===== config.mk =====
export PLATFORM = sky130hd
export DESIGN_NAME = vidOutFmt
export DESIGN_NICKNAME = d
export VERILOG_FILES = /design/src/rtl/vidOutFmtPkg.sv /design/src/rtl/vofTiming.sv /design/src/rtl/vofDatapath.sv /design/src/rtl/vidOutFmt.sv
export SDC_FILE = /design/constraint.sdc
export NUM_CORES = 1
export LEC_CHECK = 0
export ABC_AREA = 1
export BUFFER_PORTS_ARGS = -buffer_cell sky130_fd_sc_hd__clkbuf_2
export CAP_MARGIN = 15
export CORE_ASPECT_RATIO = 0.9
export CORE_MARGIN = 4
export CORE_UTILIZATION = 25
export DETAILED_ROUTE_END_ITERATION = 8
export SYNTH_ARGS = -nofsm -noshare
export SYNTH_HDL_FRONTEND = slang
export SYNTH_SLANG_ARGS = --single-unit

===== constraint.sdc =====
create_clock -name clk -period 8.95 [get_ports clk]
set_clock_uncertainty 0.2 [all_clocks]
set_input_delay 0.4475 -clock clk [delete_from_list [all_inputs] [get_ports clk]]
set_output_delay 0.4475 -clock clk [all_outputs]
set_load 0.01 [all_outputs]

===== src/rtl/vidOutFmtPkg.sv =====
package vidOutFmtPkg;

  localparam int DATA_W = 8;
  localparam int GRP_W  = 4 * DATA_W;

  typedef enum logic [1:0] {
    SEL_BLANK = 2'd0,
    SEL_CODE  = 2'd1,
    SEL_PEL   = 2'd2
  } byteSel_e;

  // control-to-datapath strobes for the byte loaded at the next advance
  typedef struct packed {
    byteSel_e   sel;
    logic [1:0] idx;          // code word index, or byte lane for a pel
    logic       hBit;
    logic       vBit;
    logic       fBit;
    logic       blankChroma;
    logic       grpLoad;
    logic       hsRaw;
    logic       vsRaw;
    logic       advance;
  } fmtStrobe_t;

  function automatic logic [DATA_W-1:0] xyWord(input logic f, input logic v, input logic h);
    return {1'b1, f, v, h, v ^ h, f ^ h, f ^ v, f ^ v ^ h};
  endfunction

endpackage


===== src/rtl/vofTiming.sv =====
module vofTiming
  import vidOutFmtPkg::*;
#(
  parameter int H_W = 12,
  parameter int V_W = 11
) (
  input  logic           clk,
  input  logic           rst,
  input  logic [H_W-1:0] cfgLineLen,
  input  logic [H_W-1:0] cfgActStart,
  input  logic [H_W-1:0] cfgActLen,
  input  logic [V_W-1:0] cfgFieldLines,
  input  logic [V_W-1:0] cfgVblankLines,
  input  logic [H_W-1:0] cfgHsyncLen,
  input  logic [V_W-1:0] cfgVsyncLines,
  input  logic           cfgInterlace,
  input  logic           cfgLumaFirst,
  input  logic           holdReq,
  input  logic           outActive,
  output fmtStrobe_t     strb,
  output logic           fifoRd
);

  localparam logic [H_W-1:0] CODE_LEN = H_W'(4);
  localparam logic [H_W-1:0] H_ONE    = H_W'(1);
  localparam logic [V_W-1:0] V_ONE    = V_W'(1);

  logic [H_W-1:0] hCount;
  logic [V_W-1:0] vCount;
  logic           fieldEven;

  logic [H_W-1:0] savStart, actEnd, halfLine;
  logic           inSav, inEav, inPel, vBlank;
  logic           lastPel, lastLine, advance;
  logic [1:0]     savIdx, eavIdx, pelPhase, pelLane;
  logic           vsProg, vsInter;

  always_comb begin
    savStart = cfgActStart - CODE_LEN;
    actEnd   = cfgActStart + cfgActLen;
    halfLine = cfgLineLen >> 1;
    vBlank   = vCount < cfgVblankLines;
    inSav    = (hCount >= savStart) && (hCount < cfgActStart);
    inEav    = (hCount >= actEnd) && (hCount < actEnd + CODE_LEN);
    inPel    = !vBlank && (hCount >= cfgActStart) && (hCount < actEnd);
    savIdx   = 2'(hCount - savStart);
    eavIdx   = 2'(hCount - actEnd);
    pelPhase = 2'(hCount - cfgActStart);
    pelLane  = cfgLumaFirst ? {pelPhase[1], ~pelPhase[0]} : pelPhase;
    lastPel  = hCount == cfgLineLen - H_ONE;
    lastLine = vCount == cfgFieldLines - V_ONE;
    advance  = !(holdReq && outActive);

    vsProg  = !fieldEven && (vCount < cfgVsyncLines);
    vsInter = (!fieldEven && lastLine && (hCount >= halfLine)) ||
              (fieldEven && ((vCount < cfgVsyncLines - V_ONE) ||
                             ((vCount == cfgVsyncLines - V_ONE) && (hCount < halfLine))));
  end

  always_comb begin
    strb             = '0;
    strb.advance     = advance;
    strb.hBit        = inEav;
    strb.vBit        = vBlank;
    strb.fBit        = fieldEven;
    strb.blankChroma = hCount[0] == cfgLumaFirst;
    strb.hsRaw       = hCount < cfgHsyncLen;
    strb.vsRaw       = cfgInterlace ? vsInter : vsProg;
    if (inSav) begin
      strb.sel = SEL_CODE;
      strb.idx = savIdx;
    end else if (inEav) begin
      strb.sel = SEL_CODE;
      strb.idx = eavIdx;
    end else if (inPel) begin
      strb.sel     = SEL_PEL;
      strb.idx     = pelLane;
      strb.grpLoad = pelPhase == 2'd0;
    end else begin
      strb.sel = SEL_BLANK;
    end
  end

  assign fifoRd = strb.grpLoad && advance;

  always_ff @(posedge clk) begin
    if (rst) begin
      hCount    <= '0;
      vCount    <= '0;
      fieldEven <= 1'b0;
    end else if (advance) begin
      if (lastPel) begin
        hCount <= '0;
        if (lastLine) begin
          vCount    <= '0;
          fieldEven <= cfgInterlace & ~fieldEven;
        end else begin
          vCount <= vCount + V_ONE;
        end
      end else begin
        hCount <= hCount + H_ONE;
      end
    end
  end

endmodule


===== src/rtl/vofDatapath.sv =====
module vofDatapath
  import vidOutFmtPkg::*;
(
  input  logic              clk,
  input  logic              rst,
  input  fmtStrobe_t        strb,
  input  logic [GRP_W-1:0]  fifoData,
  input  logic              cfgSyncLow,
  output logic [DATA_W-1:0] vidData,
  output logic              vidActive,
  output logic              vidHsync,
  output logic              vidVsync
);

  localparam logic [DATA_W-1:0] FILL_CHROMA = DATA_W'(1) << (DATA_W - 1);
  localparam logic [DATA_W-1:0] FILL_LUMA   = DATA_W'(1) << (DATA_W - 4);

  logic [GRP_W-1:0]  grpReg, grpSrc;
  logic [DATA_W-1:0] dataReg, nextByte;
  logic              activeReg, hsReg, vsReg;

  always_comb begin
    grpSrc = strb.grpLoad ? fifoData : grpReg;
    unique case (strb.sel)
      SEL_CODE: begin
        unique case (strb.idx)
          2'd0:    nextByte = '1;
          2'd3:    nextByte = xyWord(strb.fBit, strb.vBit, strb.hBit);
          default: nextByte = '0;
        endcase
      end
      SEL_PEL:   nextByte = grpSrc[{strb.idx, 3'b000} +: DATA_W];
      default:   nextByte = strb.blankChroma ? FILL_CHROMA : FILL_LUMA;
    endcase
  end

  always_ff @(posedge clk) begin
    if (rst) begin
      grpReg    <= '0;
      dataReg   <= '0;
      activeReg <= 1'b0;
      hsReg     <= 1'b0;
      vsReg     <= 1'b0;
    end else if (strb.advance) begin
      if (strb.grpLoad) grpReg <= fifoData;
      dataReg   <= nextByte;
      activeReg <= strb.sel == SEL_PEL;
      hsReg     <= strb.hsRaw;
      vsReg     <= strb.vsRaw;
    end
  end

  assign vidData   = dataReg;
  assign vidActive = activeReg;
  assign vidHsync  = hsReg ^ cfgSyncLow;
  assign vidVsync  = vsReg ^ cfgSyncLow;

endmodule


===== src/rtl/vidOutFmt.sv =====
module vidOutFmt
  import vidOutFmtPkg::*;
#(
  parameter int H_W = 12,
  parameter int V_W = 11
) (
  input  logic              clk,
  input  logic              rst,
  input  logic [H_W-1:0]    cfgLineLen,
  input  logic [H_W-1:0]    cfgActStart,
  input  logic [H_W-1:0]    cfgActLen,
  input  logic [V_W-1:0]    cfgFieldLines,
  input  logic [V_W-1:0]    cfgVblankLines,
  input  logic [H_W-1:0]    cfgHsyncLen,
  input  logic [V_W-1:0]    cfgVsyncLines,
  input  logic              cfgInterlace,
  input  logic              cfgLumaFirst,
  input  logic              cfgSyncLow,
  input  logic [GRP_W-1:0]  fifoData,
  output logic              fifoRd,
  input  logic              holdReq,
  output logic [DATA_W-1:0] vidData,
  output logic              vidActive,
  output logic              vidHsync,
  output logic              vidVsync
);

  fmtStrobe_t strb;

  vofTiming #(.H_W(H_W), .V_W(V_W)) u_timing (
    .clk(clk), .rst(rst),
    .cfgLineLen(cfgLineLen), .cfgActStart(cfgActStart), .cfgActLen(cfgActLen),
    .cfgFieldLines(cfgFieldLines), .cfgVblankLines(cfgVblankLines),
    .cfgHsyncLen(cfgHsyncLen), .cfgVsyncLines(cfgVsyncLines),
    .cfgInterlace(cfgInterlace), .cfgLumaFirst(cfgLumaFirst),
    .holdReq(holdReq), .outActive(vidActive),
    .strb(strb), .fifoRd(fifoRd)
  );

  vofDatapath u_datapath (
    .clk(clk), .rst(rst), .strb(strb), .fifoData(fifoData),
    .cfgSyncLow(cfgSyncLow),
    .vidData(vidData), .vidActive(vidActive),
    .vidHsync(vidHsync), .vidVsync(vidVsync)
  );

endmodule


==> flow_summary.ini <==
[status]
outcome = finished, final reports clean

[synthesis]
yosys_warnings = 0
synth_edf_count = 0
postSynthCellCount = 1164
syn_area_mm2 = 0.00779
synth_cell_type_count = 50
ys.flop_type = dfxtp_1
async_flop_share_pct = 0
syn_area_per_cell_um2 = 6.70
synth-seq-area-share_pct = 17.2
synth_nets = 1405
ys_ff_latch = 67

[drt]
drt-pass1-iter-count = 7
wirelength_um = 23200
routed_via_density = 4.60
drt_iter0_drc = 414
drtAntennaViolNets = 0
post_drt_wl_per_cell_um = 13.7
vias = 7788
drc_errors = 0

[timing]
period_share_pct = 69.7
tns_ps = 0
holdWs_ps = 175
max_freq_mhz = 160
rsz0062_at_grt = no
finalCriticalPeriod_ps = 6240
setup_slack_ps = 2710
worst_pin_slew_ps = 900
slew_violations = 0
max_slew_margin_pct = 39.9
setup_violations = 0
final-hold-violation-count = 0

[finish]
fin_util_pct = 29.7
filler_cell_count = 3410
num-nets-final = 1520
area_delta_synth_final_pct = 17.5
fin_area_mm2 = 0.00916
drive_gt1_share_pct = 15.7
regArea_mm2 = 0.00134
antennaDiodeCount = 0
final_cells = 1693
multi_input_area_mm2 = 0.00574

[worst_hold_path]
hold_class = input port to register

[clocking]
cts-htree-levels = 3
cts_buffers = 9
clk_pin_slew_ps = 60
cts_setup_buffers = 0
clockBufferDepth = 2
cts_tree = yes
ctsResizeCount = 0
cts_root_buffer = clkbuf_16
worstSkewPairLatency_ps = 340
clock-sinks = 67
postCtsHoldBufs = 0

[power]
seqPwrFrac_pct = 33.6
finalPower_uw = 913
clockPowerShare_pct = 42.2
p_leak_nw = 4.59
p_sw_share_pct = 29.7
switching_power_uw = 271
power.density_mw_per_mm2 = 99.7
combPwrFrac_pct = 24.2
p_int_uw = 642
peakVddDrop_v = 0.0000845

[die]
core-area_mm2 = 0.0308
initial_core_util_pct = 25.3
die_area_mm2 = 0.0341
top_level_ports = 131
die_h_um = 176
std_cell_rows = 61
fp.dieW_um = 194

[critical_path]
cp_data_required_time_ps = 8300
cp.depth = 28
crit_slowest_cell = nand3_2
crit_top_cell = nand2_1
critPathMaxStageDelay_ps = 770
rr_worst_depth = 17
critPathBufInv = 7
r2r_slack_ps = 3860
critPathLaunch = cfgActStart[0]
setup.worst_path.end = fifoRd
crit-reg2reg-launch = u_timing.hCount[0]
cp-end-kind = output pin
arrival_ps = 5590
crit_type = input port to output pin
crit_family = simple AND/OR/NAND/NOR gates
reg2reg_to = u_datapath.grpReg[29]
start_kind = input port
critical_path_peak_fanout = 33

[grt]
grt_max_degree = 34
first_global_vias = 7415
grt_pass1_wl_um = 37300
antenna_found_initial = 0
gr-usage-all-layers_pct = 13.2
grt_overflow_total = 0

[place]
dp.cells = 1677
hpwl_um = 19100
portBuffers = 130
place_congestion = 0.827
placed_cell_area_mm2 = 0.00883
place_ws_ps = 2550

[job]
drv_cap = 0
[registers in the layout (all words and copies together), names as in the netlist]
register / flops
u_datapath.vidActive: 1
u_datapath.vidData: 8
u_datapath.grpReg: 32
u_timing.fieldEven: 1
u_timing.vCount: 11
u_timing.hCount: 12
u_datapath.hsReg: 1
u_datapath.vsReg: 1
[routing by layer]
layer	wire length (um)	vias to the layer above	global-route usage (%)
li1	-	4095	-
met5	0	-	0
met3	947	18	1.80
met1	11400	3528	18.5
met4	335	0	3.25
met2	10500	147	21.7
[layout make-up]
| cell class | count | share of cell area [%] |
|---|---|---|
| multi-input combinational | 917 | 62.7 |
| sequential | 67 | 14.6 |
| timing repair buffer | 132 | 7.27 |
| inverter | 152 | 6.23 |
| tap | 409 | 5.59 |
| clock buffer | 10 | 2.61 |
| clock inverter | 6 | 0.970 |
[tightest hold or removal path: cells and delay by family]
| kind | cells | cell delay [ps] |
|---|---|---|
| simple gates | 2 | 120 |
| buf+inv | 1 | 100 |
[Yosys cell counts, types with 10 or more instances]
| library cell | instances | area [um2] |
|---|---|---|
| buf_2 | 11 | 55.1 |
| xor2_1 | 52 | 455 |
| clkbuf_1 | 10 | 37.5 |
| inv_1 | 146 | 548 |
| a21oi_1 | 68 | 340 |
| dfxtp_1 | 67 | 1340 |
| nand2_1 | 262 | 983 |
| ha_1 | 119 | 1490 |
| nand4_1 | 28 | 175 |
| nand3b_1 | 10 | 75.1 |
| xnor2_1 | 23 | 201 |
| o21ai_0 | 43 | 215 |
| nor3_1 | 17 | 85.1 |
| nand3_1 | 86 | 430 |
| nor2_1 | 104 | 390 |
[logic make-up (layout without fill, tap and decap cells)]
kind of cell / Yosys count / count (layout) / synth area share (%)
simple gates: 557 / 557 / 32.4
fa+ha+maj: 122 / 122 / 19.9
buf+inv: 180 / 300 / 9.13
flops: 67 / 67 / 17.2
xor+xnor: 75 / 75 / 8.43
compound gates: 163 / 163 / 13.0
[placed cells by master, fill, tap and decap left out, types with 4 or more instances in the layout]
cell type / count
xor2_1: 52
nand2_2: 5
nand3_2: 4
nand3_1: 86
nand3b_1: 10
a21oi_2: 8
a21oi_1: 68
ha_1: 119
dfxtp_1: 67
nor3_1: 17
clkbuf_16: 9
nand2_1: 262
clkbuf_2: 130
o21bai_1: 5
nor3b_1: 6
inv_2: 5
xnor2_1: 23
nor4_1: 5
a31oi_1: 4
nor2_1: 104
and3_1: 4
or2_2: 8
nor2_2: 6
nand4_1: 28
inv_1: 146
o211ai_1: 4
a211oi_1: 5
a211oi_2: 8
o21ai_0: 43
[worst min path at each step]
stage                          start               endpoint  slack, ps  depth (start not counted)
2_1_floorplan  u_datapath.grpReg[16]  u_datapath.grpReg[16]        250                          2
3_3_place_gp   u_datapath.grpReg[20]  u_datapath.grpReg[20]        250                          2
3_5_place_dp   u_datapath.grpReg[17]  u_datapath.grpReg[17]        260                          2
4_1_cts                 fifoData[15]  u_datapath.grpReg[15]        170                          3
5_1_grt                 fifoData[15]  u_datapath.grpReg[15]        190                          3
6_report                fifoData[15]  u_datapath.grpReg[15]        180                          3
[power by group through the flow]
stage	Sequential (mW)	Combinational, mW	Clock [mW]
after CTS	0.306	0.223	0.394
after floorplan	0.311	0.146	0
final	0.306	0.221	0.385
after detailed placement	0.313	0.221	0
after global routing	0.307	0.255	0.406
after global placement	0.313	0.218	0
Power figures use the tool's default switching activity.
